`config.mk`:
```
export PLATFORM = sky130hd
export DESIGN_NAME = cfg_win_xlat
export DESIGN_NICKNAME = d
export VERILOG_FILES = /design/src/rtl/cfg_win_pkg.sv /design/src/rtl/bdf_reg_bank.sv /design/src/rtl/cfg_addr_compose.sv /design/src/rtl/xlat_ctrl.sv /design/src/rtl/cfg_win_xlat.sv
export SDC_FILE = /design/constraint.sdc
export NUM_CORES = 1
export LEC_CHECK = 0
export BUFFER_PORTS_ARGS = -buffer_cell sky130_fd_sc_hd__buf_2
export CORE_MARGIN = 2
export CORE_UTILIZATION = 49
export CTS_CLUSTER_DIAMETER = 150
export DETAILED_ROUTE_END_ITERATION = 12
export GPL_TIMING_DRIVEN = 0
export HOLD_SLACK_MARGIN = 0.15
export PLACE_DENSITY = 0.89
export SLEW_MARGIN = 15
export SYNTH_ARGS = -nofsm -noshare
export SYNTH_HDL_FRONTEND = slang
export SYNTH_SLANG_ARGS = --single-unit
```
`constraint.sdc`:
```
create_clock -name clk_i -period 1.5 [get_ports clk_i]
set_input_delay 0.225 -clock clk_i [delete_from_list [all_inputs] [get_ports clk_i]]
set_output_delay 0.225 -clock clk_i [all_outputs]
set_load 0.02 [all_outputs]
```
`src/rtl/cfg_win_pkg.sv`:
```
package cfg_win_pkg;
  localparam int DW    = 32;
  localparam int CAW   = 32;
  localparam int BDF_W = 16;
  localparam int BEW   = DW / 8;

  typedef enum logic [1:0] {
    ST_IDLE = 2'd0,
    ST_REQ  = 2'd1,
    ST_WAIT = 2'd2,
    ST_RSP  = 2'd3
  } xlat_st_e;

  typedef struct packed {
    logic           we;
    logic           type1;
    logic [CAW-1:0] addr;
    logic [DW-1:0]  wdata;
    logic [BEW-1:0] be;
  } cfg_req_t;
endpackage

```
`src/rtl/bdf_reg_bank.sv`:
```
module bdf_reg_bank
  import cfg_win_pkg::*;
#(
  parameter int NUM_BDF = 8,
  localparam int WORDS  = NUM_BDF / 2,
  localparam int AW     = $clog2(WORDS)
) (
  input  logic                             clk_i,
  input  logic                             rst_ni,
  input  logic                             we_i,
  input  logic [AW-1:0]                    addr_i,
  input  logic [DW-1:0]                    wdata_i,
  input  logic [BEW-1:0]                   be_i,
  output logic [DW-1:0]                    rdata_o,
  output logic [NUM_BDF-1:0][BDF_W-1:0]    bdf_o
);
  logic [NUM_BDF-1:0][BDF_W-1:0] regs_q;

  for (genvar r = 0; r < NUM_BDF; r++) begin : g_reg
    localparam int WIDX = r / 2;
    localparam int HALF = r % 2;
    for (genvar b = 0; b < BDF_W / 8; b++) begin : g_byte
      localparam int LANE = HALF * (BDF_W / 8) + b;
      always_ff @(posedge clk_i or negedge rst_ni) begin
        if (!rst_ni) regs_q[r][b*8 +: 8] <= '0;
        else if (we_i && addr_i == AW'(WIDX) && be_i[LANE])
          regs_q[r][b*8 +: 8] <= wdata_i[LANE*8 +: 8];
      end
    end
  end

  assign rdata_o = {regs_q[{addr_i, 1'b1}], regs_q[{addr_i, 1'b0}]};
  assign bdf_o   = regs_q;
endmodule

```
`src/rtl/cfg_addr_compose.sv`:
```
module cfg_addr_compose
  import cfg_win_pkg::*;
#(
  parameter int NUM_BDF = 8,
  parameter int WIN_AW  = 16,
  localparam int RGN_W  = $clog2(NUM_BDF)
) (
  input  logic [WIN_AW-1:0]              win_addr_i,
  input  logic [NUM_BDF-1:0][BDF_W-1:0]  bdf_i,
  output logic [CAW-1:0]                 cfg_addr_o,
  output logic                           type1_o,
  output logic                           upper_o
);
  logic [RGN_W-1:0] region;
  logic             unused_low;

  assign region     = win_addr_i[12 +: RGN_W];
  assign upper_o    = win_addr_i[WIN_AW-1];
  // any nonzero region selector means the target sits behind a bridge
  assign type1_o    = |win_addr_i[WIN_AW-1:12];
  assign cfg_addr_o = {bdf_i[region], 4'b0000, win_addr_i[11:2], 2'b00};
  assign unused_low = ^win_addr_i[1:0];
endmodule

```
`src/rtl/xlat_ctrl.sv`:
```
module xlat_ctrl
  import cfg_win_pkg::*;
(
  input  logic           clk_i,
  input  logic           rst_ni,
  input  logic           s_valid_i,
  output logic           s_ready_o,
  input  cfg_req_t       nxt_req_i,
  input  logic           upper_i,
  output logic           s_rvalid_o,
  input  logic           s_rready_i,
  output logic [DW-1:0]  s_rdata_o,
  output logic           s_err_o,
  output logic           c_valid_o,
  input  logic           c_ready_i,
  output cfg_req_t       c_req_o,
  input  logic           c_cpl_valid_i,
  output logic           c_cpl_ready_o,
  input  logic [DW-1:0]  c_cpl_data_i,
  input  logic           c_cpl_err_i
);
  xlat_st_e      st_q;
  cfg_req_t      req_q;
  logic [DW-1:0] rsp_data_q;
  logic          rsp_err_q;

  always_ff @(posedge clk_i or negedge rst_ni) begin
    if (!rst_ni) begin
      st_q       <= ST_IDLE;
      req_q      <= '0;
      rsp_data_q <= '0;
      rsp_err_q  <= 1'b0;
    end else begin
      unique case (st_q)
        ST_IDLE: if (s_valid_i) begin
          req_q <= nxt_req_i;  // target snapshot taken here
          if (upper_i) begin
            rsp_data_q <= '1;
            rsp_err_q  <= 1'b1;
            st_q       <= ST_RSP;
          end else begin
            st_q <= ST_REQ;
          end
        end
        ST_REQ: if (c_ready_i) st_q <= ST_WAIT;
        ST_WAIT: if (c_cpl_valid_i) begin
          rsp_err_q <= 1'b0;
          if (req_q.we)         rsp_data_q <= '0;
          else if (c_cpl_err_i) rsp_data_q <= '1;
          else                  rsp_data_q <= c_cpl_data_i;
          st_q <= ST_RSP;
        end
        ST_RSP: if (s_rready_i) st_q <= ST_IDLE;
        default: st_q <= ST_IDLE;
      endcase
    end
  end

  assign s_ready_o     = (st_q == ST_IDLE);
  assign c_valid_o     = (st_q == ST_REQ);
  assign c_cpl_ready_o = (st_q == ST_WAIT);
  assign s_rvalid_o    = (st_q == ST_RSP);
  assign s_rdata_o     = rsp_data_q;
  assign s_err_o       = rsp_err_q;
  assign c_req_o       = req_q;
endmodule

```
`src/rtl/cfg_win_xlat.sv`:
```
module cfg_win_xlat
  import cfg_win_pkg::*;
#(
  parameter int NUM_BDF = 8,
  parameter int WIN_AW  = 16,
  localparam int RAW    = $clog2(NUM_BDF / 2)
) (
  input  logic              clk_i,
  input  logic              rst_ni,
  input  logic              reg_we_i,
  input  logic [RAW-1:0]    reg_addr_i,
  input  logic [31:0]       reg_wdata_i,
  input  logic [3:0]        reg_be_i,
  output logic [31:0]       reg_rdata_o,
  input  logic              s_valid_i,
  output logic              s_ready_o,
  input  logic              s_we_i,
  input  logic [WIN_AW-1:0] s_addr_i,
  input  logic [31:0]       s_wdata_i,
  input  logic [3:0]        s_be_i,
  output logic              s_rvalid_o,
  input  logic              s_rready_i,
  output logic [31:0]       s_rdata_o,
  output logic              s_err_o,
  output logic              c_valid_o,
  input  logic              c_ready_i,
  output logic              c_we_o,
  output logic              c_type1_o,
  output logic [31:0]       c_addr_o,
  output logic [31:0]       c_wdata_o,
  output logic [3:0]        c_be_o,
  input  logic              c_cpl_valid_i,
  output logic              c_cpl_ready_o,
  input  logic [31:0]       c_cpl_data_i,
  input  logic              c_cpl_err_i
);
  logic [NUM_BDF-1:0][BDF_W-1:0] bdf;
  cfg_req_t nxt_req, cur_req;
  logic     upper;

  bdf_reg_bank #(.NUM_BDF(NUM_BDF)) u_bank (
    .clk_i, .rst_ni,
    .we_i(reg_we_i), .addr_i(reg_addr_i), .wdata_i(reg_wdata_i),
    .be_i(reg_be_i), .rdata_o(reg_rdata_o), .bdf_o(bdf)
  );

  cfg_addr_compose #(.NUM_BDF(NUM_BDF), .WIN_AW(WIN_AW)) u_comp (
    .win_addr_i(s_addr_i), .bdf_i(bdf),
    .cfg_addr_o(nxt_req.addr), .type1_o(nxt_req.type1), .upper_o(upper)
  );

  assign nxt_req.we    = s_we_i;
  assign nxt_req.wdata = s_wdata_i;
  assign nxt_req.be    = s_be_i;

  xlat_ctrl u_ctrl (
    .clk_i, .rst_ni,
    .s_valid_i, .s_ready_o, .nxt_req_i(nxt_req), .upper_i(upper),
    .s_rvalid_o, .s_rready_i, .s_rdata_o, .s_err_o,
    .c_valid_o, .c_ready_i, .c_req_o(cur_req),
    .c_cpl_valid_i, .c_cpl_ready_o, .c_cpl_data_i, .c_cpl_err_i
  );

  assign c_we_o    = cur_req.we;
  assign c_type1_o = cur_req.type1;
  assign c_addr_o  = cur_req.addr;
  assign c_wdata_o = cur_req.wdata;
  assign c_be_o    = cur_req.be;
endmodule

```
After elaboration in Yosys (flattened, before gate mapping)
Cells that the tools add are included.
{"block": "word_totals", "romBits": 0, "memories": 0, "in_bits": 131, "latch_bits": 0, "ram_bits": 0, "reg_bits": 227}
{"block": "classes", "div_mod_pow": 0, "n_eq_ne": 11, "bitwise": 0, "n_reduce_logical": 27, "n_mul": 0, "order_cmp": 3, "muxes": 22, "n_addsub": 0, "n_shift": 0}
{"op": "$mux 32", "n": 5}
{"op": "$bmux 16 s2", "n": 2}
{"op": "$pmux 32 s2", "n": 1}
{"op": "$bmux 16 s3", "n": 1}
{"op": "$mux 16", "n": 3}
{"op": "$logic_and 1x1->1", "n": 20}
{"op": "$lt 3x4->1 const B", "n": 3}
{"op": "$mux 2", "n": 5}
{"op": "$eq 2x2->1 const B", "n": 4}
{"op": "$pmux 2 s4", "n": 1}
{"op": "$reduce_and 4->1", "n": 2}
{"op": "$ne 2x1->1 const B", "n": 3}
{"op": "$eq 2x1->1 const B", "n": 2}
{"op": "$logic_not 2->1", "n": 2}
{"op": "$ne 2x2->1 const B", "n": 2}
{"op": "$reduce_or 4->1", "n": 1}
{"op": "$mux 1", "n": 3}
{"op": "$pmux 1 s2", "n": 1}
{"op": "$reduce_and 2->1", "n": 1}
{"op": "$reduce_bool 2->1", "n": 1}

Longest topological paths before layout
Gate-level depths: netlist (run 1).
{"block": "logic_depth", "word_depth": 4, "ltp_mapped": 6, "depth_no_buf": 5}

Modules after synthesis
From an unflattened synthesis (run 1), not the netlist that was laid out.
{"block": "unflattened", "cells_unflattened": 707, "area_unflattened_um2": 11367.2}
{"module": "bdf_reg_bank", "n_inst": 1, "area_per_inst_um2": 5809.3, "seq_area_each_um2": 3203.1, "cells_per_inst": 320}
{"module": "xlat_ctrl", "n_inst": 1, "area_per_inst_um2": 4326.6, "seq_area_each_um2": 2627.5, "cells_per_inst": 310}
{"module": "cfg_addr_compose", "n_inst": 1, "area_per_inst_um2": 1231.2, "seq_area_each_um2": 0.0, "cells_per_inst": 77}

Least setup slack after synthesis (run 1)
No wires, ideal clock.
{"block": "synth_timing", "kind": "register -> register", "start": "register u_ctrl.st_q[0]", "end": "register u_ctrl.req_q (netlist bit u_ctrl.c_req_o[55])", "period_less_slack_ns": 1.690, "required_time_ns": 1.408, "path_stages_with_launch": 6, "arrival_ns": 1.598, "setup_time_ns": 0.092, "path_slack_ns": -0.190, "path_cell_list": "dfrtp_1 > inv_1 > ha_1 > nand2_1 > clkbuf_1 > o31ai_2"}
{"block": "synth_via", "elab_chain_len": 2}
{"element": "from (decl)", "line_no": "xlat_ctrl.sv:22", "text": "xlat_st_e st_q;"}
{"element": "from (signal assigned)", "line_no": "xlat_ctrl.sv:29", "text": "st_q <= ST_IDLE;"}
{"element": "from (signal assigned)", "line_no": "xlat_ctrl.sv:40", "text": "st_q <= ST_RSP;"}
{"element": "from (signal assigned)", "line_no": "xlat_ctrl.sv:42", "text": "st_q <= ST_REQ;"}
{"element": "$logic_not 2->1"}
{"element": "via s_ready_o", "line_no": "cfg_win_xlat.sv:16", "text": "output logic s_ready_o,"}
{"element": "$reduce_and 2->1 (no source line)"}
{"element": "to (signal assigned)", "line_no": "xlat_ctrl.sv:36", "text": "req_q <= nxt_req_i;"}
{"element": "to (decl)", "line_no": "xlat_ctrl.sv:23", "text": "cfg_req_t req_q;"}
The timed path passes the listed nets, and every way through them passes these cells.
A chain may end at the register's enable or synchronous reset.

Worst setup path after layout (run 1)
{"block": "layout_timing", "start": "register u_bank.regs_q (netlist bit u_bank.bdf_o[105])", "end": "output port reg_rdata_o[9]"}
{"block": "layout_via", "elab_chain_len": 2}
{"element": "from (decl)", "line_no": "bdf_reg_bank.sv:17", "text": "logic [NUM_BDF-1:0][BDF_W-1:0] regs_q;"}
{"element": "from (signal, indexed assignment)", "line_no": "bdf_reg_bank.sv:27", "text": "regs_q[r][b*8 +: 8] <= wdata_i[LANE*8 +: 8];"}
{"element": "$bmux 16 s2", "line_no": "bdf_reg_bank.sv:32", "text": "assign rdata_o = {regs_q[{addr_i, 1'b1}], regs_q[{addr_i, 1'b0}]};"}
{"element": "$mux 16 (implied by the code)", "line_no": "bdf_reg_bank.sv:32"}
{"element": "to (decl)", "line_no": "cfg_win_xlat.sv:14", "text": "output logic [31:0] reg_rdata_o,"}
No other way between the ends. The select of a mux whose other input is x is not followed.

==> results of run 1 <==
## power breakdown
group          leakage, nW  switching, mW  total [mW]  internal, mW
combinational         4.46           7.08        14.5          7.42
clock                0.415           2.57        6.29          3.72
sequential            2.65           1.55        9.80          8.25
## timing repair
| action | CTS | global route |
|---|---|---|
| resized for setup | 153 | 62 |
| endpoints found under the setup margin | 132 | 229 |
| pin swaps | 4 | 19 |
| setup buffers | 98 | 25 |
| endpoints found under the hold margin | 340 | 0 |
| gates cloned | 3 | 5 |
| hold buffers | 118 | 0 |
## state kept, by name, indices dropped and copies added, names as in the netlist
signal            cells
u_bank.bdf_o        128
u_ctrl.s_rdata_o     32
u_ctrl.c_req_o       64
u_ctrl.st_q           2
u_ctrl.s_err_o        1
## metrics by stage
stage	utilization, %	cells	worst slack [ns]	setup TNS, ns
after floorplan	-	735	-0.0327	-2.29
after global placement	57.6	1272	-3.70	-866.37
after detailed placement	57.9	1274	-0.553	-37.09
final	76.2	1569	-0.457	-15.81
after global routing	76.2	1569	-0.461	-19.72
after CTS	73.6	1537	-0.340	-14.15
## how the worst max path moves through the flow
stage                            from                  to  slack, ns
floorplan              u_ctrl.st_q[0]  u_ctrl.c_req_o[10]      -0.03
global placement               rst_ni  u_ctrl.c_req_o[38]      -3.70
detailed placement     u_ctrl.st_q[0]  u_ctrl.c_req_o[65]      -0.55
CTS                 u_bank.bdf_o[127]     reg_rdata_o[31]      -0.34
global route        u_bank.bdf_o[105]      reg_rdata_o[9]      -0.46
finish              u_bank.bdf_o[105]      reg_rdata_o[9]      -0.46
## worst max-delay path, delay by kind of cell, from the launching register on
kind | cells | cell delay (ns)
multiplexers | 1 | 0.59
buffers and inverters | 1 | 0.17
flip-flops | 1 | 0.44
## cell type report
type	count	area (sq um)	share of cell area, %
plain buffers	53	479	2.88
diodes	3	7.51	0.0451
repair buffers	506	3850	23.2
flip-flops and latches	227	5680	34.2
multi-input cells	454	5420	32.6
inverters	2	10.0	0.0602
clock buffers	39	778	4.68
clock inverters	5	53.8	0.324
well taps	280	350	2.11
## cells in the mapped netlist
master	n
a22o_1	16
mux2_1	9
nand4_2	4
buf_4	12
o22ai_1	16
o22a_1	1
buf_2	19
o31ai_2	13
inv_1	2
nor2_1	3
o21ai_0	1
nor2b_1	7
mux4_2	32
nand2_1	24
o21bai_1	32
nand2b_1	1
ha_1	4
clkbuf_1	12
buf_6	9
dfrtp_1	227
nor3_4	5
a2bb2oi_1	32
nor4_2	1
mux2_2	198
a21boi_2	1
o31ai_1	3
mux2i_1	35
nand3_4	8
clkbuf_2	1
conb_1	1
nor4_1	1
## metal layers
layer	wire length, um	up-vias	GRT usage [%]
met1	14100	4708	36.1
li1	-	3867	-
met4	2480	0	14.9
met3	3080	186	5.67
met5	0	-	0
met2	19900	561	54.0
## kinds of logic (layout without fill, tap and decap cells)
group,Yosys count,count (layout),synth area share [%]
other,1,9,0.0344
buffers and inverters,55,605,3.16
AO/OA/AOI/OAI,115,115,8.91
flip-flops,227,227,52.1
adder cells (fa/ha/maj),4,4,0.459
AND/OR/NAND/NOR,54,55,4.05
multiplexers,274,274,31.2
==> run metrics, run 1 <==
nets@finish 1404; Max stage delay on crit path 0.59 ns; number of routed nets with antenna violations 0; WL final 39.6 mm; DP Area 0.0126 sq mm; fin. max-slew vios 0; Max Root-Sink Buffers 3; First-pass DRT Iterations 6; Warnings, synthesis 0; critical path startpoint category flip-flop; GRT Residual Overflow 0; Yosys top cell area share 52.1%; Max Fclk 0.511 GHz; chip width 153 um; failing checks setup timing; TritonCTS clock tree done; H-tree depth 1; Final Hold Violating Endpoints 0; # DRC 0; drt first-iter violations 702; Slew @ Worst Pin 0.839 ns; period utilisation layout 130%; Mapped Area 0.0109 sq mm; fillers 1211; run status finished with violations; worst hold path type in -> reg; RSZ-0062 raised after global routing yes; I/O pin total 270; hold endpoint u_ctrl.st_q[1]; Critical Path AT 1.73 ns; PwrDens 1840 mW/mm^2; max_cap viols 0; WS Path Type reg -> out; Post-Syn Instances 730; r2r setup slk -0.23 ns; Clock Skew 0.0126 ns; most frequent cells in the layout 228 x buf_2, 226 x dfrtp_1, 198 x mux2_2, 127 x buf_4, 118 x dlygate4sd3_1; crit-path cells mux4_2 -> buf_6; Layout area overhead 52.7%; Tot GR Track Use 30.6%; overall power 30.6 mW; Starting Density 49.9%; core area 0.0218 sq mm; dpl hpwl 21.0 mm; clock root buffer clkbuf_16; min-delay src c_ready_i; vias per cell 5.94; clk slew on worst S/H paths 0.06 ns; Reg-to-Reg End u_ctrl.s_rdata_o[12]; die area 0.0234 sq mm; vias in the first global route 9973; crit-path max FO 2; worst hold stages 4; critical path's slowest cell mux4_2; CTS sink cnt 227; die height 153 um; IO buf count 257; first-pass GRT wire length 56.0 mm; commonest non-fill, non-tap cell in the layout buf_2; syn avg cell area 14.9 sq um; leading post-synthesis cells by cell area dfrtp_1 52%, mux2_2 20%, mux4_2 6.6%; Synth cell types 31; WL per Instance 25.2 um; P_leak 7.53 nW; TritonCTS Buffers 25; pin count of the biggest net entering global routing 98; worst r2r src u_ctrl.st_q[0]; required time worst endpoint 1.27 ns; VDD IR max 1.43 mV; final setup margin -0.457 ns; Crit. End Element output pin; FF-to-FF path depth 6; register area share after synthesis 52.1%; gpl congestion 0.861; total number of vias 9322; row count 54; Design Area, Final 0.0166 sq mm; initial antenna violation count 3; Skew-Pair Late Insertion Delay 0.53 ns; share of layout cells above drive strength 1 61.9%; Yosys reg bits 227; area leader, netlist dfrtp_1; hold_ws 0.158 ns; Slew HR 44.1%; post-route minimum period 1.96 ns; final setup fails 79
Power figures use the tool's default switching activity.
==> run 2: changes to the inputs <==
Settings changed: CTS_CLUSTER_DIAMETER 150 to 120, REMOVE_ABC_BUFFERS from default to 1.
==> run 2 against run 1 <==
Highest routed layer is now met5. The run still ends with setup timing left. Worst setup slack improved by 0.068 ns. Sequential share of layout area decreased by 0.72 points. Sequential power increased by 1%. Critical path type unchanged.
==> run metrics, run 2 (same netlist as run 1, synthesis figures left out) <==
WL per Instance 27.7 um; final setup margin -0.390 ns; post-route minimum period 1.89 ns; clk slew on worst S/H paths 0.06 ns; die height 153 um; worst hold path type in -> reg; PwrDens 1920 mW/mm^2; dpl hpwl 18.9 mm; Setup WS pre-CTS -1.26 ns; share of layout cells above drive strength 1 63.1%; Crit. End Element output pin; fin cells 1553; required time worst endpoint 1.27 ns; final core occ 77.9%; pin count of the biggest net entering global routing 92; H-tree depth 1; DP Area 0.0124 sq mm; Slew @ Worst Pin 1.26 ns; failing checks setup timing; first-pass GRT wire length 57.6 mm; Clock Skew 0.00996 ns; FF-to-FF path depth 7; fin. max-slew vios 0; IO buf count 261; crit-path cells mux4_2 -> buf_6; Layout area overhead 56.0%; # DRC 0; First-pass DRT Iterations 5; fillers 1152; TritonCTS clock tree done; max reg flops 128; Tot GR Track Use 31.7%; die area 0.0234 sq mm; critical path's slowest cell mux4_2; TritonCTS Buffers 25; most frequent cells in the layout 226 x dfrtp_1, 221 x buf_2, 151 x mux2_2, 125 x buf_4, 115 x dlygate4sd3_1; Max Fclk 0.529 GHz; Max stage delay on crit path 0.56 ns; WS Path Type reg -> out; GRT Residual Overflow 0; Starting Density 49.9%; gpl congestion 0.778; vias in the first global route 9996; drt first-iter violations 628; Max Root-Sink Buffers 3; critical path startpoint category flip-flop; period utilisation layout 126%; Cells after DPL 1231; nets@finish 1385; number of routed nets with antenna violations 0; Skew-Pair Late Insertion Delay 0.52 ns; CTS sink cnt 227; clock root buffer clkbuf_16; commonest non-fill, non-tap cell in the layout dfrtp_1; WL final 43.1 mm; RSZ-0062 raised after global routing yes; run status finished with violations; Design Area, Final 0.0170 sq mm; core area 0.0218 sq mm; crit-path max FO 2; I/O pin total 270; initial antenna violation count 6; vias per cell 6.10; final setup fails 131; total number of vias 9481; P_leak 7.79 nW; chip width 153 um; max_cap viols 0; worst hold stages 4; Slew HR 15.7%; row count 54; VDD IR max 1.55 mV; Critical Path AT 1.66 ns; Final Hold Violating Endpoints 0
## run 2: worst paths after layout
kind	startpoint	to	slack [ns]
worst max-delay path	u_bank.bdf_o[103]	reg_rdata_o[7]	-0.39
worst min-delay path	c_ready_i	u_ctrl.st_q[1]	0.24
worst max register to register	u_ctrl.st_q[1]	u_ctrl.s_rdata_o[29]	-0.19
worst min register to register	u_ctrl.c_req_o[46]	u_ctrl.c_req_o[46]	0.51
max in group asynchronous	rst_ni	u_ctrl.c_req_o[32]	0.22
min in group asynchronous	rst_ni	u_bank.bdf_o[70]	0.25
## run 2: final cells by class
type                            count  area [sq um]  area share (%)
Antenna cell                        6          15.0          0.0884
Clock inverter                     11           164           0.965
Clock buffer                       33           716            4.21
Timing Repair Buffer              537          4340            25.5
Tap cell                          280           350            2.06
Multi-Input combinational cell    457          5720            33.6
Inverter                            2          7.51          0.0442
Sequential cell                   227          5680            33.5
## run 2: what timing repair did
| action | in CTS | in global routing |
|---|---|---|
| pin swaps | 9 | 25 |
| endpoints found under the setup margin | 232 | 211 |
| resized for setup | 158 | 100 |
| cloned | 5 | 9 |
| setup buffers | 113 | 31 |
| hold endpoints to repair | 282 | 0 |
| hold buffers | 115 | 0 |
## run 2: metal layers
layer,track usage [%],routed length [um],vias to the layer above,part of all wire (%)
met5,0,7,-,0.016
met1,37.2,14700,4806,34
met3,6.27,3200,215,7.4
met4,12.8,2640,2,6.1
li1,-,-,3835,-
met2,56.9,22500,623,52
## run 2: critical path: cells and delay by family, from the launching register on
family                 cells  cell delay [ns]
buffers and inverters      1             0.17
flip-flops                 1             0.42
multiplexers               1             0.56
## run 2: stage by stage
| step | hold slack [ns] | power (mW) | TNS, ns |
|---|---|---|---|
| 3_5_place_dp | 0.195 | 19.2 | -181.76 |
| 2_1_floorplan | -0.0706 | 15.8 | -123.91 |
| 3_3_place_gp | 0.456 | 18.6 | -1189.28 |
| 6_report | 0.239 | 32.6 | -21.52 |
| 5_1_grt | 0.242 | 33.6 | -27.43 |
| 4_1_cts | 0.220 | 29.5 | -14.67 |
## run 2: power by group
part / internal, mW / switching [mW]
Combinational: 8.27 / 7.69
Sequential: 8.26 / 1.67
Clock: 4.04 / 2.69
==> run 3: changes to the inputs <==
Settings changed: CORE_ASPECT_RATIO from default to 1.4.
==> run 3 against run 2 <==
The run still ends with setup timing left. Cell area fell by 3.4%. Clock-buffer cell count stayed put. Sequential power fell by 0.8%. Final cell count fell by 0.19%. Worst hold slack worse by 0.060 ns. Maximum frequency is 4.1% higher. Largest cell class is now sequential cells. Clock skew down 0.0019 ns. Sequential share of layout area grew 1.2 points. First-iteration DRC count decreased by 1.6%. Via count fell by 3.8%. Non-clock buffer count down 8.
==> run metrics, run 3 (same netlist as run 1, synthesis figures left out) <==
pin count of the biggest net entering global routing 102; overall power 30.1 mW; Design Area, Final 0.0164 sq mm; run status finished with violations; chip width 130 um; CTS sink cnt 227; gpl congestion 0.892; Critical Path AT 1.59 ns; crit-path max FO 3; number of routed nets with antenna violations 0; first-pass GRT wire length 56.4 mm; Worst path top cell family by delay multiplexers; Slew HR 25.2%; Slew @ Worst Pin 1.12 ns; TritonCTS Buffers 23; initial antenna violation count 4; clk slew on worst S/H paths 0.06 ns; # DRC 0; VDD IR max 1.48 mV; total number of vias 9116; vias in the first global route 9961; post-route minimum period 1.82 ns; crit-path cells mux4_2 -> buf_6; nets@finish 1373; final setup fails 133; max reg flops 128; dpl hpwl 19.6 mm; core area 0.0219 sq mm; Final Hold Violating Endpoints 0; period utilisation layout 121%; Buf/Inv on CP 1; commonest non-fill, non-tap cell in the layout dfrtp_1; WS Path Type reg -> out; clock root buffer clkbuf_16; drt first-iter violations 618; DP Area 0.0125 sq mm; failing checks setup timing; die area 0.0235 sq mm; most frequent cells in the layout 226 x dfrtp_1, 221 x buf_2, 185 x mux2_2, 116 x dlygate4sd3_1, 111 x buf_4; critical path startpoint category flip-flop; Clock Skew 0.00808 ns; Starting Density 49.8%; I/O pin total 270; worst hold path type in -> async; TritonCTS clock tree done; Crit. End Element output pin; share of layout cells above drive strength 1 61.5%; P_leak 7.43 nW; fin. max-slew vios 0; row count 64; PwrDens 1830 mW/mm^2; max_cap viols 0; First-pass DRT Iterations 5; vias per cell 5.88; fillers 1184; die height 180 um; final core occ 75.1%; GRT Residual Overflow 0; Max Root-Sink Buffers 3; WL final 40.0 mm; Skew-Pair Late Insertion Delay 0.50 ns; critical path's slowest cell mux4_2; required time worst endpoint 1.27 ns; Layout area overhead 50.7%; Max stage delay on crit path 0.51 ns; Max Fclk 0.551 GHz; RSZ-0062 raised after global routing yes; IO buf count 261; Tot GR Track Use 31.8%; final setup margin -0.316 ns; H-tree depth 1; WL per Instance 25.8 um
-- run 3: cell count changes in the layout (fill, tap and decap cells not counted), moves of 3 or more --
cell,change
mux2_4,-34
buf_8,-3
nand2_4,-7
clkbuf_8,-6
buf_4,-14
o31ai_2,+6
buf_6,+9
clkbuf_1,+8
mux2_2,+34
diode_2,-3
nand2_2,+5
bufinv_16,-3
o31ai_4,-8
-- run 3: report_power, final --
group | total, mW | internal (mW) | switching, mW | leakage (nW)
logic | 14.9 | 7.57 | 7.30 | 4.46
registers | 9.85 | 8.26 | 1.59 | 2.65
clock network | 5.39 | 2.99 | 2.40 | 0.321
total | 30.1 | 18.8 | 11.3 | 7.43
-- run 3: stage by stage --
| step | setup TNS [ns] | setup WS (ns) | hold slack (ns) | cells |
|---|---|---|---|---|
| floorplan | -123.91 | -1.57 | -0.0706 | 682 |
| global placement | -1193.39 | -3.63 | 0.456 | 1240 |
| detailed placement | -185.50 | -1.25 | 0.102 | 1248 |
| CTS | -17.76 | -0.310 | 0.158 | 1497 |
| global route | -30.25 | -0.336 | 0.197 | 1549 |
| finish | -27.92 | -0.316 | 0.179 | 1550 |
-- run 3: worst register-to-register path: stages, from the launching register on --
cell,delay [ns]
dfrtp_1,0.43
inv_2,0.10
ha_4,0.21
buf_12,0.14
nand2_8,0.12
buf_12,0.16
clkbuf_16,0.17
mux2_2,0.34
-- run 3: what timing repair did --
item | in CTS | in global routing
pin swaps | 7 | 10
gates cloned | 6 | 7
endpoints found under the setup margin | 232 | 133
hold buffers | 116 | 0
buffers inserted | 90 | 45
resized for setup | 162 | 41
hold endpoints to repair | 436 | 0
-- run 3: layer usage --
| metal | vias to the layer above | routed length, um | GRT usage [%] | part of all wire, % |
|---|---|---|---|---|
| li1 | 3792 | - | - | - |
| met1 | 4664 | 14200 | 36.6 | 36 |
| met2 | 475 | 21100 | 54.1 | 53 |
| met3 | 183 | 2140 | 5.37 | 5.4 |
| met4 | 2 | 2490 | 20.2 | 6.2 |
| met5 | - | 13 | 0 | 0.032 |
-- run 3: worst paths after layout --
path                                    start            endpoint  slack, ns  cells past startpoint
setup / recovery            u_bank.bdf_o[113]     reg_rdata_o[17]      -0.32                      2
setup reg to reg               u_ctrl.st_q[1]   u_ctrl.c_req_o[2]      -0.29                      7
hold / removal                         rst_ni  u_ctrl.c_req_o[13]       0.18                      2
hold reg to reg            u_ctrl.c_req_o[67]  u_ctrl.c_req_o[67]       0.48                      2
min in group clk_i                reg_be_i[1]    u_bank.bdf_o[47]       0.24                      3
max in group asynchronous              rst_ni    u_bank.bdf_o[60]       0.52                      3
-- run 3: layout make-up --
class                           count  area (sq um)  area share [%]
Sequential cell                   227          5680            34.6
Tap cell                          297           372            2.26
Clock inverter                      4          45.0           0.274
Clock buffer                       33           613            3.73
Antenna cell                        3          7.51          0.0457
Multi-Input combinational cell    455          5400            32.9
Inverter                            2          7.51          0.0457
Timing Repair Buffer              529          4290            26.1
